==> src/rtl/rst_cause_latch.sv <==
module rst_cause_latch #(
  parameter int ADDR_W = 8,
  parameter logic [ADDR_W-1:0] REG_ADDR = 8'h00
) (
  input  logic              clk,
  input  logic              rst_n,
  input  logic              capture_i,
  input  logic              por_i,
  input  logic              lvd_i,
  input  logic              ext_rst_n_i,
  input  logic              wdog_to_i,
  input  logic              ill_op_i,
  input  logic              ill_addr_i,
  input  logic              dbg_force_i,
  input  logic              bus_sel_i,
  input  logic              bus_wr_i,
  input  logic [ADDR_W-1:0] bus_addr_i,
  output logic [7:0]        bus_rdata_o,
  output logic              wdog_clr_o
);

  logic [7:0] flags;
  logic [7:0] snap;
  logic       hit;
  logic       clr_q;

  assign hit = bus_sel_i && (bus_addr_i == REG_ADDR);

  // power-on implies low-voltage: supply is below threshold while ramping
  assign snap = dbg_force_i ? 8'h00 :
                {por_i, ~ext_rst_n_i, wdog_to_i, ill_op_i, ill_addr_i,
                 1'b0, por_i | lvd_i, 1'b0};

  always_ff @(posedge clk or negedge rst_n) begin
    if (!rst_n)         flags <= 8'h00;
    else if (capture_i) flags <= snap;
  end

  always_ff @(posedge clk or negedge rst_n) begin
    if (!rst_n) clr_q <= 1'b0;
    else        clr_q <= hit && bus_wr_i;
  end

  assign wdog_clr_o  = clr_q;
  assign bus_rdata_o = (hit && !bus_wr_i) ? flags : 8'h00;

endmodule

==> config.mk <==
export PLATFORM = sky130hd
export DESIGN_NAME = rst_cause_latch
export DESIGN_NICKNAME = d
export VERILOG_FILES = /design/src/rtl/rst_cause_latch.sv
export SDC_FILE = /design/constraint.sdc
export NUM_CORES = 1
export LEC_CHECK = 0
export BUFFER_PORTS_ARGS = -buffer_cell sky130_fd_sc_hd__buf_2
export CORE_MARGIN = 4
export CORE_UTILIZATION = 23
export CTS_CLUSTER_SIZE = 28
export DETAILED_ROUTE_END_ITERATION = 8
export GPL_ROUTABILITY_DRIVEN = 0
export HOLD_SLACK_MARGIN = 0.03
export MAX_ROUTING_LAYER = met4
export PLACE_DENSITY = 0.49
export SLEW_MARGIN = 40
export SYNTH_ARGS = -nofsm -noshare
export SYNTH_HDL_FRONTEND = slang
export SYNTH_SLANG_ARGS = --single-unit
==> constraint.sdc <==
create_clock -name clk -period 0.9 [get_ports clk]
set_input_delay 0.045 -clock clk [delete_from_list [all_inputs] [get_ports clk]]
set_output_delay 0.045 -clock clk [all_outputs]
set_load 0.01 [all_outputs]
==> metrics.csv <==
stage,metric,value,unit
clocking,clk_path_buf_depth,2,
route,wire_per_inst,10.22,um
timing,finClkSkew,0,ns
global_route,grt_pass1_vias,386,
synthesis,yosysWarnings,0,
synthesis,avgSynthCellArea,10.30,um2
final_layout,fin_nets,93,
status,violations,setup timing,
flow_run,cap_violations,0,
power_and_ir_drop,power.switching,0.0001787,W
route,dr.pass1.iters,2,
floorplan,core-area,1783,um2
timing,fmax,851.6,MHz
final_layout,layout.cells.non_filler,97,
clocking,cts_buffers,3,
floorplan,io_pins,29,
clocking,cts-htree-levels,1,
power_and_ir_drop,p_sw_frac,0.2349,
power_and_ir_drop,pwr-share-comb,0.198,
floorplan,num_rows,15,
global_route,gr-total-overflow,0,
synthesis,syn_area,442.9,um2
timing,setup_viol_count_final,6,
global_route,grtUsageTotal,0.07948,
power_and_ir_drop,pwr-share-clk,0.351,
route,post_drt_via_cell_ratio,3.897,
setup_path,cp-end-kind,output port,
final_layout,drive_gt1_frac,0.5972,
global_route,grt_max_degree,11,
global_route,grt_pass1_wl,1455,um
setup_path,crit_arrival,1.13,ns
floorplan,start_util,0.2484,
clocking,cts_tree,yes,
global_route,met3_usage,0.02579,
setup_path,cp-start-kind,input pin,
final_layout,fill_cells,196,
power_and_ir_drop,ir_drop,0.0003676,V
power_and_ir_drop,p_int,0.0005822,W
global_route,grt-busiest-layer,met2,
final_layout,area_delta_synth_final,51.41,%
power_and_ir_drop,power_density,1135,nW/um2
min_path,min_path_type,input pin to register,
synthesis,synth_cells,43,
route,num_vias,378,
synthesis,seq_area_frac_synth,0.3955,
route,wirelength,991,um
timing,finalCritPeriodShare,1.305,
timing,period_needed,1.174,ns
global_route,met1_usage,0.08995,
global_route,antenna_found_initial,0,
synthesis,synth_cell_types,19,
status,outcome,"finished, violations left",
clocking,clkSinkCount,7,
setup_path,cp_max_fo,7,
power_and_ir_drop,power_leakage,0.3173,nW
power_and_ir_drop,seqPwrFrac,0.450,
final_layout,n_antenna_cell,0,
placement,dp_cells,93,
floorplan,fp.dieW,51.89,um
clocking,clock_latency,0.24,ns
clocking,path_clk_slew,0.05,ns
synthesis,synth-seq-cells,7,
timing,hold_viol_final,0,
placement,pre_cts_ws,-0.2889,ns
setup_path,cp.required,0.85,ns
route,ant_nets,0,
timing,fin_worst_hold_slack,0.04466,ns
timing,layout_setup_ws,-0.2742,ns
route,drc,0,
setup_path,worstSetupPathType,input pin to output port,
placement,io_buffers,26,
floorplan,dieHeight,51.89,um
global_route,grtUsageMet2,0.1004,
timing,drv_slew,0,
final_layout,final_util,0.3761,
clocking,ctsRootBufferMaster,clkbuf_4,
clocking,post-cts-setup-buffers,0,
floorplan,die_area,2692,um2
timing,rsz0062_at_grt,true,
route,first_iter_violations,3,
## placed cells by master (no fill, tap or decap), drive strengths merged
cell	synthesis	layout
nor3	1	1
conb	1	2
nand3b	4	4
dfrtp	7	7
or4b	2	2
clkbuf	2	4
or4	1	1
o21bai	1	1
inv	6	6
o21ai	5	5
or2	1	1
mux2i	1	1
buf	4	29
dlygate4sd3	0	1
nor4	6	6
or3b	1	1
## stage by stage
step	TNS, ns	power, W	area (um2)
final	-1.566	0.0007609	670.6
after global routing	-1.843	0.0008111	670.6
after CTS	-1.611	0.0007664	650.6
after detailed placement	-1.902	0.0004819	604.3
after global placement	-1.798	0.0004802	604.3
after floorplan	-0.9661	0.0004225	450.4
## power groups by stage
stage	sequential (W)	combinational [W]	clock, W
2_1_floorplan	0.000347	0.0000754	0
3_3_place_gp	0.000347	0.000133	0
3_5_place_dp	0.000348	0.000134	0
4_1_cts	0.000343	0.000142	0.000282
5_1_grt	0.000344	0.000165	0.000302
6_report	0.000343	0.000151	0.000267
## cell usage after synthesis
master | number | area share
clkbuf_1 | 2 | 0.017
o21bai_1 | 1 | 0.017
or4b_4 | 1 | 0.031
or4_1 | 1 | 0.017
buf_4 | 2 | 0.034
buf_1 | 1 | 0.0085
nor3_2 | 1 | 0.023
or4b_2 | 1 | 0.023
buf_6 | 1 | 0.025
mux2i_1 | 1 | 0.023
o21ai_1 | 3 | 0.034
or2_2 | 1 | 0.014
nand3b_1 | 4 | 0.068
o21ai_0 | 2 | 0.023
inv_1 | 6 | 0.051
nor4_2 | 6 | 0.17
dfrtp_1 | 7 | 0.40
conb_1 | 1 | 0.0085
or3b_1 | 1 | 0.020
## critical path: stages
cell	delay (ns)
buf_6	0.09
or4b_4	0.61
nor4_2	0.22
buf_2	0.17
## final timing paths
kind	startpoint	endpoint	slack [ns]	cells after the start
max	bus_addr_i[4]	bus_rdata_o[6]	-0.27	4
min	wdog_to_i	flags[5]$_DFFE_PN0P_	0.04	3
max reg2reg	flags[3]$_DFFE_PN0P_	flags[3]$_DFFE_PN0P_	0.23	2
min reg2reg	flags[7]$_DFFE_PN0P_	flags[7]$_DFFE_PN0P_	0.53	2
max in group asynchronous	rst_n	flags[1]$_DFFE_PN0P_	0.60	2
min in group asynchronous	rst_n	flags[3]$_DFFE_PN0P_	0.16	2
## what timing repair did
item | in CTS | in global routing
pin swaps | 1 | 5
hold endpoints to repair | 7 | 0
gates resized for setup | 2 | 5
hold buffers | 1 | 0
setup endpoints to repair | 6 | 6
## layer usage
layer	up-vias	share of wire	routed length, um
met5	-	0	0
met4	0	0.027	27
met3	2	0.11	109
met2	24	0.39	386
met1	148	0.47	468
li1	204	-	-
## logic make-up after synthesis
group                  after synthesis  share of synthesized area
AO/OA/AOI/OAI                        6                    0.07344
buffers and inverters               12                     0.1356
flip-flops                           7                     0.3955
multiplexers                         1                    0.02260
other                                1                   0.008466
AND/OR/NAND/NOR                     16                     0.3644
## state kept, by name (all words and copies together) (netlist names)
name and cells:
flags 6, wdog_clr_o 1
## final cells by class
type	count	area (um2)	area share
tap	25	31.28	0.04664
multi-input combinational	25	227.7	0.3396
clock buffer	4	26.28	0.03918
sequential	7	175.2	0.2612
timing repair buffer	30	187.7	0.2799
inverter	6	22.52	0.03358
Power figures use the tool's default switching activity.
